File: src/rtl/nonce_pkg.sv
package nonce_pkg;
  localparam int MODE_W    = 2;
  localparam int NUM_MODES = 3;

  typedef enum logic [MODE_W-1:0] {
    NM_KEYSTORE = 2'd0,
    NM_IPSEC    = 2'd1,
    NM_PSP      = 2'd2,
    NM_RSVD     = 2'd3
  } nonce_mode_e;

  // The reserved code behaves as key-store.
  function automatic nonce_mode_e fold_mode(input logic [MODE_W-1:0] m);
    if (m == 2'd3) return NM_KEYSTORE;
    return nonce_mode_e'(m);
  endfunction
endpackage

File: src/rtl/nonce_timer.sv
module nonce_timer #(
  parameter int W = 64
) (
  input  logic         clk,
  input  logic         rst_n,
  output logic [W-1:0] count
);
  always_ff @(posedge clk or negedge rst_n) begin
    if (!rst_n) count <= '0;
    else        count <= count + 1'b1;
  end
endmodule

File: src/rtl/nonce_history.sv
module nonce_history
  import nonce_pkg::*;
#(
  parameter int VAL_W = 64
) (
  input  logic                              clk,
  input  logic                              rst_n,
  input  logic                              commit,
  input  nonce_mode_e                       commit_mode,
  input  logic [VAL_W-1:0]                  commit_val,
  output logic [NUM_MODES-1:0][VAL_W-1:0]   hist
);
  for (genvar g = 0; g < NUM_MODES; g++) begin : g_mode
    always_ff @(posedge clk or negedge rst_n) begin
      if (!rst_n)
        hist[g] <= '0;
      else if (commit && (commit_mode == nonce_mode_e'(MODE_W'(g))))
        hist[g] <= commit_val;
    end
  end
endmodule

File: src/rtl/nonce_stage.sv
module nonce_stage
  import nonce_pkg::*;
#(
  parameter int PFX_W = 32,
  parameter int VAL_W = 64
) (
  input  logic              clk,
  input  logic              rst_n,
  input  logic              take,
  input  nonce_mode_e       take_mode,
  input  logic [PFX_W-1:0]  take_prefix,
  input  logic [VAL_W-1:0]  take_seq,
  input  logic              take_kill,
  input  logic [VAL_W-1:0]  live_add,
  input  logic [VAL_W-1:0]  live_timer,
  input  logic              open,
  input  logic              drain,
  output logic              held,
  output nonce_mode_e       held_mode,
  output logic [PFX_W-1:0]  held_prefix,
  output logic [VAL_W-1:0]  held_val,
  output logic              held_kill
);
  always_ff @(posedge clk or negedge rst_n) begin
    if (!rst_n) begin
      held        <= 1'b0;
      held_mode   <= NM_KEYSTORE;
      held_prefix <= '0;
      held_val    <= '0;
      held_kill   <= 1'b0;
    end else if (take) begin
      held        <= 1'b1;
      held_mode   <= take_mode;
      held_prefix <= take_prefix;
      held_kill   <= take_kill;
      unique case (take_mode)
        NM_IPSEC: held_val <= take_seq;
        NM_PSP:   held_val <= live_timer;
        default:  held_val <= live_add;
      endcase
    end else if (drain) begin
      held <= 1'b0;
    end else if (held && !open && held_mode != NM_IPSEC) begin
      held_val <= (held_mode == NM_PSP) ? live_timer : live_add;
    end
  end
endmodule

File: src/rtl/gcm_nonce_gate.sv
module gcm_nonce_gate
  import nonce_pkg::*;
#(
  parameter int PFX_W = 32,
  parameter int VAL_W = 64
) (
  input  logic                   clk,
  input  logic                   rst_n,
  input  logic                   req_valid,
  output logic                   req_ready,
  input  logic [1:0]             req_mode,
  input  logic [PFX_W-1:0]       req_prefix,
  input  logic [VAL_W-1:0]       req_seq,
  input  logic [VAL_W-1:0]       add_count,
  output logic                   iv_valid,
  input  logic                   iv_ready,
  output logic [PFX_W+VAL_W-1:0] iv_data,
  output logic [1:0]             iv_mode,
  output logic                   iv_kill
);
  localparam int IV_W = PFX_W + VAL_W;

  logic [VAL_W-1:0]                 timer_now;
  logic [NUM_MODES-1:0][VAL_W-1:0]  hist;
  logic                             held, held_kill;
  nonce_mode_e                      held_mode, in_mode;
  logic [PFX_W-1:0]                 held_prefix;
  logic [VAL_W-1:0]                 held_val, prev_sel, ipsec_floor;
  logic                             fire, commit, take, take_kill;

  nonce_timer #(.W(VAL_W)) u_timer (
    .clk(clk), .rst_n(rst_n), .count(timer_now)
  );

  nonce_history #(.VAL_W(VAL_W)) u_hist (
    .clk(clk), .rst_n(rst_n), .commit(commit),
    .commit_mode(held_mode), .commit_val(held_val), .hist(hist)
  );

  always_comb begin
    unique case (held_mode)
      NM_IPSEC: prev_sel = hist[1];
      NM_PSP:   prev_sel = hist[2];
      default:  prev_sel = hist[0];
    endcase
  end

  assign iv_valid = held && (held_kill || (held_val > prev_sel));
  assign fire     = iv_valid && iv_ready;
  assign commit   = fire && !held_kill;

  // Wrap test sees the IPsec value committed on this same edge.
  assign in_mode     = fold_mode(req_mode);
  assign ipsec_floor = (commit && held_mode == NM_IPSEC) ? held_val : hist[1];
  assign take_kill   = (in_mode == NM_IPSEC) && (req_seq <= ipsec_floor);
  assign req_ready   = !held || fire;
  assign take        = req_valid && req_ready;

  nonce_stage #(.PFX_W(PFX_W), .VAL_W(VAL_W)) u_stage (
    .clk(clk), .rst_n(rst_n),
    .take(take), .take_mode(in_mode), .take_prefix(req_prefix),
    .take_seq(req_seq), .take_kill(take_kill),
    .live_add(add_count), .live_timer(timer_now),
    .open(iv_valid), .drain(fire),
    .held(held), .held_mode(held_mode), .held_prefix(held_prefix),
    .held_val(held_val), .held_kill(held_kill)
  );

  assign iv_data = held_kill ? {IV_W{1'b0}} : {held_prefix, held_val};
  assign iv_mode = held_mode;
  assign iv_kill = held_kill;
endmodule

File: config.mk
export PLATFORM = sky130hd
export DESIGN_NAME = gcm_nonce_gate
export DESIGN_NICKNAME = d
export VERILOG_FILES = /design/src/rtl/nonce_pkg.sv /design/src/rtl/nonce_timer.sv /design/src/rtl/nonce_history.sv /design/src/rtl/nonce_stage.sv /design/src/rtl/gcm_nonce_gate.sv
export SDC_FILE = /design/constraint.sdc
export NUM_CORES = 1
export LEC_CHECK = 0
export ABC_AREA = 1
export BUFFER_PORTS_ARGS = -buffer_cell sky130_fd_sc_hd__buf_4
export CAP_MARGIN = 5
export CORE_MARGIN = 1
export CORE_UTILIZATION = 25
export DETAILED_ROUTE_END_ITERATION = 12
export GPL_TIMING_DRIVEN = 0
export PLACE_DENSITY_LB_ADDON = 0.12
export SLEW_MARGIN = 20
export SYNTH_ARGS = -nofsm -noshare
export SYNTH_HDL_FRONTEND = slang
export SYNTH_SLANG_ARGS = --single-unit
File: constraint.sdc
create_clock -name clk -period 5.1 [get_ports clk]
set_input_delay 0.255 -clock clk [delete_from_list [all_inputs] [get_ports clk]]
set_output_delay 0.255 -clock clk [all_outputs]
set_load 0.05 [all_outputs]
==> results of run 1 <==
==> power by group <==
group          internal, mW  switching, mW  total, mW
clock network          1.99           1.40       3.39
registers              4.01           1.16       5.18
logic                  4.30           8.61       12.9
total                  10.3           11.2       21.5
==> registers in the layout, summed over array words and instances, names as in the netlist <==
register / count
u_stage.held_val: 64
u_stage.held_kill: 1
u_stage.held_prefix: 32
u_hist.hist: 192
u_stage.held: 1
u_timer.count: 64
u_stage.held_mode: 2
==> metal layers <==
layer | share of wire | vias up
met2 | 0.46 | 521
met4 | 0.030 | 0
met5 | 0 | -
li1 | - | 10900
met1 | 0.48 | 10500
met3 | 0.039 | 119
==> stage by stage <==
| step | cell area, sq um | hold WS, ns | utilization |
|---|---|---|---|
| 2_1_floorplan | 23000 | -0.0406 | - |
| 3_5_place_dp | 26700 | 0.277 | 0.294 |
| 6_report | 29900 | 0.0365 | 0.330 |
| 4_1_cts | 29600 | 0.00191 | 0.327 |
| 5_1_grt | 29900 | 0.0313 | 0.330 |
| 3_3_place_gp | 26500 | 0.458 | 0.293 |
==> cells in the final DEF, fill, tap and decap left out, drive strengths merged, types with 4 or more instances in the layout <==
cell type      n
clkbuf       168
nor4          13
clkinv        10
inv          344
dlygate4sd3   47
a21oi         68
ha           136
dfrtp        356
nand3        149
xor2          57
nor2         156
buf          397
a22o           7
nor3          45
nand2        924
o21a           4
o21ai        468
o22ai          4
o221ai        41
o211ai        20
mux2i         64
nand4         31
==> worst max path at each step <==
stage	endpoint	slack (ns)	depth (start not counted)
after global placement	u_stage.held_kill$_DFFE_PN0P_	-3.71	33
final	u_stage.held_kill$_DFFE_PN0P_	-0.67	32
after global routing	u_stage.held_kill$_DFFE_PN0P_	-0.92	34
after detailed placement	u_stage.held_kill$_DFFE_PN0P_	-3.70	33
after floorplan	u_stage.held_kill$_DFFE_PN0P_	0.07	33
after CTS	u_stage.held_kill$_DFFE_PN0P_	-0.80	32
==> final cells by class <==
| class | instances | area [sq um] |
|---|---|---|
| buffer | 179 | 1250 |
| timing repair buffer | 361 | 2990 |
| antenna | 1 | 2.50 |
| fill | 9708 | 60700 |
| multi-input combinational | 2201 | 12400 |
| sequential | 356 | 8910 |
| tap | 1176 | 1470 |
| clock buffer | 72 | 1400 |
| inverter | 344 | 1300 |
| clock inverter | 14 | 138 |
==> worst reg2reg max path, delay by kind of cell, from the launching register on <==
kind,cells,cell delay [ns]
adders and majority gates,3,0.72
buffers and inverters,8,1.15
AOI/OAI and AO/OA,5,0.68
DFF,1,0.43
and+or+nand+nor,16,2.72
==> what timing repair did <==
action / in CTS / in global routing
setup endpoints to repair: 294 / 2
pin swaps: 45 / 42
gates resized for setup: 175 / 76
hold buffers: 47 / 0
hold endpoints to repair: 116 / 0
cloned: 3 / 2
buffers inserted: 31 / 7
==> cell families (layout without fill, tap and decap cells) <==
family / after synthesis / after routing
compound gates: 619 / 619
buf+inv: 524 / 970
fa+ha+maj: 136 / 136
mux: 64 / 64
other cells: 0 / 1
xor+xnor: 58 / 58
flops: 356 / 356
simple gates: 1324 / 1324
==> results_dict.tcl, run 1 <==
set metrics [dict create \
    status "finished with violations" \
    violations "setup timing" \
    cp_max_fo 7 \
    htree_levels 2 \
    cap_violations 0 \
    synth_fp_nets 3383 \
    worstMarginPinSlew_ns 0.914 \
    power.density_nw_per_um2 719 \
    synthMuxAreaShare 0.0278 \
    crit_path_max_incr_delay_ns 0.43 \
    post-place-cells 4528 \
    synth.most_common_cell "nand2_1" \
    ys_ff_latch 356 \
    reg2reg_to "u_stage.held_kill$_DFFE_PN0P_" \
    synth_edf_count 0 \
    grtUsageMet1 0.300 \
    cp-startpoint "u_stage.held_mode[0]$_DFFE_PN0P_" \
    drive_gt1_frac 0.188 \
    netlist-cell-type-count 48 \
    hold_path_depth 5 \
    worstSetupPathType "reg -> reg" \
    cts_tree "yes" \
    die_h_um 305 \
    grt_overflow 0 \
    slowest_stage "dfrtp_2" \
    timing.final.crit_period_ns 5.77 \
    synthTopCellsByCount "nand2_1 (882), o21ai_0 (400), dfrtp_1 (356), inv_1 (341), nand3_1 (149)" \
    core-area_sq_um 90600 \
    die_area_sq_um 93300 \
    post_synth.cell_area_avg_sq_um 7.47 \
    cp_common_cell "nand4_1" \
    num-nets-final 3793 \
    finalSetupTns_ns -0.671 \
    cp-end-kind "flop" \
    synthCells 3081 \
    rows 110 \
    ir_worst_vdd_mv 0.434 \
    synth-async-reset-ratio 1.00 \
    max_freq_mhz 173 \
    grt_pass1_wl_um 148000 \
    fin_skew_ns 0.0259 \
    post-place-ws_ns -3.70 \
    initial_core_util 0.254 \
    clk-insertion-delay-late_ns 0.60 \
    grt_usage 0.213 \
    required_ns 5.62 \
    grt_max_degree 82 \
    area_growth_pct 29.7 \
    hold_violations 0 \
    grt.met3_usage 0.0230 \
    die_x_um 305 \
    place_congestion 0.859 \
    min_to "u_stage.held_val[57]$_DFFE_PN0P_" \
    clk_pin_slew_ns 0.06 \
    antenna_found_initial 0 \
    ant_nets 0 \
    yosys_warnings 0 \
    port_buffers 266 \
    grt-busiest-layer "met2" \
    finalPower_mw 21.5 \
    setup_violations 1 \
    synth-compound-area-share 0.152 \
    vias_per_cell 4.69 \
    yosysTopAreaCell "dfrtp_1" \
    fin_cells 4704 \
    maxSlewHeadroom 0.391 \
    routed_wl_um 101000 \
    clock-root-buffer "clkbuf_16" \
    cts_buffers 48 \
    path_delay_family "simple AND/OR/NAND/NOR gates" \
    yosys.area_share.simple 0.241 \
    min_from "add_count[57]" \
    netlist_area_sq_um 23000 \
    io-pin-count 267 \
    grt_pass1_vias 21500 \
    arrival_ns 6.29 \
    r2r_slack_ns -0.67 \
    drv_slew 0 \
    hold_class "in -> reg" \
    avgRoutedWirePerCell_um 21.5 \
    yosysSeqAreaShare 0.387 \
    dp_hpwl_um 78600 \
    synth_fa_ha_area_frac 0.0739 \
    postLayoutSetupSlackWorst_ns -0.671 \
    ys.flop_type "dfrtp_1" \
    grt_use_met2 0.340 \
    rsz0062_at_grt "yes" \
    r2r_cells 32 \
    clock_path_buffers 3 \
    synthXorXnorAreaFrac 0.0221 \
    drc 0 \
    synth_top_family_by_area "simple AND/OR/NAND/NOR gates" \
    cp_num_buf_inv 8 \
    cts_sinks 356 \
    synth_top_cell_area_share 0.387 \
    r2r_start "u_stage.held_mode[0]$_DFFE_PN0P_" \
    vias 22100 \
    cp-start-kind "flop" \
    drtIter0Drc 1586 \
    leakage_nw 14.4 \
    synth_area_leaders "dfrtp_1 (39%), nand2_1 (14%), o21ai_0 (8.7%), ha_1 (7.4%), inv_1 (5.6%)" \
    dr.pass1.iters 5 \
    period_share 1.13 \
]
Power figures use the tool's default switching activity.
==> inputs of run 2 (changes only) <==
SYNTH_HIERARCHICAL = 1   (was unset)
==> run 2 against run 1 <==
  * The run still ends with setup timing left
  * Critical path type unchanged
  * Highest routed layer unchanged
  * Largest cell class unchanged
  * Combinational power down 3%
  * Largest power group unchanged
  * Critical path depth shrank 1
  * Worst hold slack gained 0.034 ns
==> results_dict.tcl, run 2 <==
set metrics [dict create \
    status "finished with violations" \
    violations "setup timing" \
    drive_gt1_frac 0.173 \
    cp-startpoint "u_stage/held_mode[0]$_DFFE_PN0P_" \
    synthTopCellsByCount "nand2_1 (1360), dfrtp_1 (356), nand3_1 (343), inv_1 (311), nor2_1 (230)" \
    clk_pin_slew_ns 0.06 \
    clk-insertion-delay-late_ns 0.61 \
    antenna_found_initial 0 \
    die_x_um 317 \
    netlist_area_sq_um 24800 \
    hold_class "in -> reg" \
    clock-root-buffer "clkbuf_16" \
    rsz0062_at_grt "yes" \
    period_share 1.09 \
    place_congestion 0.870 \
    vias 25100 \
    reg2reg_to "u_stage/held_kill$_DFFE_PN0P_" \
    yosysTopAreaCell "dfrtp_1" \
    wl_met3_um 5850 \
    leakage_nw 15.9 \
    fillers 10700 \
    num-nets-final 4254 \
    post_synth.cell_area_avg_sq_um 6.95 \
    dr.pass1.iters 5 \
    drv_slew 0 \
    ys_ff_latch 356 \
    drc 0 \
    htree_levels 2 \
    ir_worst_vdd_mv 0.380 \
    rows 115 \
    routed_wl_um 112000 \
    grt_overflow 0 \
    required_ns 5.63 \
    io-pin-count 267 \
    cts_tree "yes" \
    num_antenna_cells 0 \
    yosysSeqAreaShare 0.359 \
    highest_layer "met4" \
    route.met2.wl_um 49900 \
    finalPower_mw 21.2 \
    cts_buffers 47 \
    core-area_sq_um 98300 \
    max_freq_mhz 180 \
    r2r_cells 31 \
    cp-end-kind "flop" \
    worstSetupPathType "reg -> reg" \
    synth_edf_count 0 \
    fin_skew_ns 0.0289 \
    met1_length_um 52400 \
    final_common_cell "nand2_1" \
    largest_reg_flops 192 \
    port_buffers 266 \
    whs_ns 0.0708 \
    clock_path_buffers 3 \
    grt_pass1_wl_um 163000 \
    area_growth_pct 27.4 \
    avgRoutedWirePerCell_um 21.1 \
    synth.most_common_cell "nand2_1" \
    worstMarginPinSlew_ns 0.926 \
    layout_common_cells "nand2_1 (1348), dfrtp_1 (354), nand3_1 (340)" \
    crit_path_max_incr_delay_ns 0.47 \
    cp_max_fo 10 \
    slowest_stage "dfrtp_2" \
    reg_top3 "u_hist/hist x192, u_stage/held_val x64, u_timer/count x64" \
    crit_end "u_stage/held_kill$_DFFE_PN0P_" \
    drtIter0Drc 1984 \
    ys.flop_type "dfrtp_1" \
    synthCells 3566 \
    die_area_sq_um 100000 \
    timing.final.crit_period_ns 5.57 \
    die_h_um 317 \
    final_core_util 0.321 \
    grt_usage 0.219 \
    cp-start-kind "flop" \
    power.density_nw_per_um2 672 \
    dp_hpwl_um 85700 \
    maxSlewHeadroom 0.383 \
    synth_fp_nets 3865 \
    synth_area_leaders "dfrtp_1 (36%), nand2_1 (21%), nand3_1 (6.9%), ha_1 (6.7%), inv_1 (4.7%)" \
    vias_per_cell 4.76 \
    synth_top_cell_area_share 0.359 \
    regMostFlops "u_hist/hist" \
    hold_violations 0 \
    cts_sinks 356 \
    ant_nets 0 \
    setup_violations 1 \
    grt_max_degree 87 \
    synth-async-reset-ratio 1.00 \
    arrival_ns 6.10 \
    yosys_warnings 6 \
    r2r_start "u_stage/held_mode[0]$_DFFE_PN0P_" \
    initial_core_util 0.252 \
    grt_pass1_vias 24400 \
    postLayoutSetupSlackWorst_ns -0.468 \
    netlist-cell-type-count 42 \
    r2r_slack_ns -0.47 \
    cap_violations 0 \
]
## run 2: critical path: cells and delay by family (launching register included)
family	cells	cell delay [ns]
AOI/OAI and AO/OA	5	0.86
and+or+nand+nor	14	1.94
buffers and inverters	9	1.34
DFF	1	0.47
adders and majority gates	3	0.84
## run 2: metrics by stage
stage / area [sq um] / cells / setup slack, ns / TNS [ns]
floorplan: 24800 / 3566 / 0.126 / 0
global placement: 28400 / 5119 / -3.54 / -564.84
detailed placement: 28500 / 5123 / -3.62 / -499.05
CTS: 31400 / 5279 / -0.429 / -0.429
global route: 31600 / 5280 / -0.695 / -0.695
finish: 31600 / 5280 / -0.468 / -0.468
## run 2: kinds of logic (layout without fill, tap and decap cells)
kind of cell,after synthesis,after routing,share of synthesized area
simple gates,2133,2133,0.366
buf+inv,540,967,0.100
compound gates,372,372,0.0962
flops,356,356,0.359
fa+ha+maj,133,133,0.0671
xor+xnor,32,32,0.0113
## run 2: final cells by class
type                    count  area (sq um)  share of cell area
flip-flops and latches    356          8910               0.282
repair buffers            344          2890              0.0914
clock inverters            16           236             0.00749
clock buffers              71          1440              0.0456
multi-input cells        2670         13800               0.435
well taps                1287          1610              0.0510
inverters                 317          1200              0.0380
plain buffers             219          1550              0.0490
## run 2: how the worst min path moves through the flow
stage                               start                                to  cells after the start
3_5_place_dp                        rst_n       u_hist/hist[51]$_DFFE_PN0P_                      1
2_1_floorplan                       rst_n        u_hist/hist[0]$_DFFE_PN0P_                      0
4_1_cts                       req_mode[1]  u_stage/held_mode[1]$_DFFE_PN0P_                      5
3_3_place_gp   u_hist/hist[0]$_DFFE_PN0P_        u_hist/hist[0]$_DFFE_PN0P_                      2
6_report                      req_mode[1]  u_stage/held_mode[1]$_DFFE_PN0P_                      5
5_1_grt                       req_mode[1]  u_stage/held_mode[1]$_DFFE_PN0P_                      5
## run 2: routing by layer
metal | global-route usage | up-vias
li1 | - | 12400
met1 | 0.311 | 11900
met2 | 0.343 | 726
met3 | 0.0295 | 140
met4 | 0.0658 | 0
met5 | 0 | -
## run 2: repair_timing
item | 4_1_cts | 5_1_grt
gates resized for setup | 144 | 26
hold endpoints to repair | 138 | 0
endpoints found under the setup margin | 294 | 1
gates cloned | 4 | 0
pin swaps | 32 | 38
hold buffers | 34 | 0
setup buffers | 34 | 2
## run 2: where the power goes
group          leakage, nW  internal [mW]  total, mW  switching [mW]
Clock                0.828           2.24       3.67            1.42
Combinational         10.4           4.43       12.5            8.11
Sequential            4.62           3.80       5.02            1.23
Total                 15.9           10.5       21.2            10.8
==> inputs of run 3 (changes only) <==
==> constraint.sdc (replaced) <==
create_clock -name clk -period 5.1 [get_ports clk]
set_input_delay 1.02 -clock clk [delete_from_list [all_inputs] [get_ports clk]]
set_output_delay 1.02 -clock clk [all_outputs]
set_load 0.05 [all_outputs]
==> run 3 against run 2 <==
  * The run still ends with setup timing left
  * Via count barely moved
  * Clock skew fell by 0.0015 ns
  * Combinational power rose by 11%
  * Sequential power rose by 5.6%
  * First-iteration DRC count fell by 7.6%
  * Sequential share of layout area rose by 0.24 points
  * Global-route usage barely moved
  * Largest power group unchanged
  * Non-clock buffer count fell by 31
  * Critical endpoint unchanged
==> results_dict.tcl, run 3 (synthesized netlist as in run 2, its figures left out) <==
set metrics [dict create \
    status "finished with violations" \
    violations "setup timing" \
    antenna_found_initial 0 \
    path_delay_family "simple AND/OR/NAND/NOR gates" \
    die_x_um 317 \
    rows 115 \
    initial_core_util 0.252 \
    period_share 1.10 \
    worstMarginPinSlew_ns 0.952 \
    port_buffers 266 \
    place_congestion 0.870 \
    hold_class "in -> async" \
    die_h_um 317 \
    postLayoutSetupSlackWorst_ns -0.501 \
    cp_num_buf_inv 9 \
    power.density_nw_per_um2 730 \
    cts_buffers 47 \
    num_antenna_cells 0 \
    io-pin-count 267 \
    cts_tree "yes" \
    final_common_cell "nand2_1" \
    ir_worst_vdd_mv 0.424 \
    ant_nets 0 \
    final_core_util 0.319 \
    reg_top3 "u_hist/hist x192, u_stage/held_val x64, u_timer/count x64" \
    place_area_sq_um 28500 \
    fin_skew_ns 0.0274 \
    drtIter0Drc 1834 \
    cp-startpoint "u_stage/held_mode[0]$_DFFE_PN0P_" \
    hold_violations 0 \
    fin_area_sq_um 31300 \
    cp_max_fo 10 \
    drive_gt1_frac 0.178 \
    grt_pass1_vias 24300 \
    fillers 10700 \
    cts_sinks 356 \
    drc 0 \
    max_freq_mhz 179 \
    die_area_sq_um 100000 \
    postCtsHoldBufs 0 \
    r2r_start "u_stage/held_mode[0]$_DFFE_PN0P_" \
    routed_wl_um 111000 \
    crit_path_max_incr_delay_ns 0.47 \
    area_growth_pct 26.4 \
    multiInputGateArea_sq_um 13800 \
    cap_violations 0 \
    grt_pass1_wl_um 163000 \
    clock-root-buffer "clkbuf_16" \
    clock_path_buffers 3 \
    drv_slew 0 \
    avgRoutedWirePerCell_um 21.2 \
    regMostFlops "u_hist/hist" \
    setup_violations 1 \
    maxSlewHeadroom 0.365 \
    clk_pin_slew_ns 0.06 \
    grt_overflow 0 \
    fin_cells 5249 \
    worstSetupPathType "reg -> reg" \
    rsz0062_at_grt "yes" \
    largest_reg_flops 192 \
    grt_usage 0.219 \
    cp-start-kind "flop" \
    htree_levels 2 \
    cp-end-kind "flop" \
    dr.pass1.iters 7 \
    required_ns 5.63 \
    register_area_sq_um 8910 \
    grt_max_degree 87 \
    dp_hpwl_um 85700 \
    vias_per_cell 4.79 \
    slowest_stage "dfrtp_2" \
    clk-insertion-delay-late_ns 0.61 \
    timing.final.crit_period_ns 5.60 \
    core-area_sq_um 98300 \
    post-place-cells 5123 \
    num-nets-final 4223 \
    arrival_ns 6.13 \
    layout_common_cells "nand2_1 (1345), dfrtp_1 (354), nand3_1 (339)" \
    leakage_nw 15.8 \
    vias 25100 \
]
==> run 3: path summary, 6_finish.rpt <==
kind,end,slack (ns),cells after the start
min in group clk,u_hist/hist[1]$_DFFE_PN0P_,0.47,2
max in group asynchronous,u_stage/held_prefix[31]$_DFFE_PN0P_,3.51,3
worst min register to register,u_hist/hist[1]$_DFFE_PN0P_,0.47,2
worst min-delay path,u_hist/hist[51]$_DFFE_PN0P_,0.29,1
worst max register to register,u_stage/held_kill$_DFFE_PN0P_,-0.50,31
worst max-delay path,u_stage/held_kill$_DFFE_PN0P_,-0.50,31
==> run 3: per-stage QoR <==
step	setup TNS, ns	hold WS, ns	setup WS [ns]	power, mW
after CTS	-0.429	0.271	-0.429	21.2
after global routing	-0.874	0.305	-0.688	24.5
after detailed placement	-500.58	0.454	-3.62	16.6
after global placement	-838.71	0.450	-3.54	16.5
final	-0.501	0.289	-0.501	22.9
after floorplan	0	0.437	0.126	12.4
==> run 3: layout make-up <==
type,instances,area share
clock buffer,71,0.0459
buffer,219,0.0495
sequential,356,0.284
tap,1287,0.0514
multi-input combinational,2670,0.440
timing repair buffer,313,0.0826
clock inverter,16,0.00755
inverter,317,0.0383
==> run 3: repair_timing <==
action | 4_1_cts | 5_1_grt
endpoints found under the hold margin | 0 | 0
resized for setup | 144 | 46
pin swaps | 32 | 48
setup buffers | 34 | 6
setup endpoints to repair | 294 | 3
cloned | 4 | 0
==> run 3: report_power, final <==
part           internal (mW)  leakage (nW)  total [mW]  switching [mW]
clock                   2.24         0.828        3.67            1.42
combinational           4.88          10.3        13.9            9.01
sequential              3.95          4.62        5.30            1.36
total                   11.1          15.8        22.9            11.8
==> run 3: worst reg2reg max path: cells and delay by family (launching register included) <==
family | cells | cell delay [ns]
buffers and inverters | 9 | 1.37
and+or+nand+nor | 14 | 2.01
adders and majority gates | 3 | 0.83
AOI/OAI and AO/OA | 5 | 0.87
DFF | 1 | 0.47
==> run 3: metal layers <==
layer | vias to the layer above | global-route usage | wire length [um]
met5 | - | 0 | 0
met2 | 718 | 0.342 | 49700
met4 | 0 | 0.0658 | 3360
met1 | 11900 | 0.311 | 52400
met3 | 143 | 0.0300 | 5910
li1 | 12300 | - | -
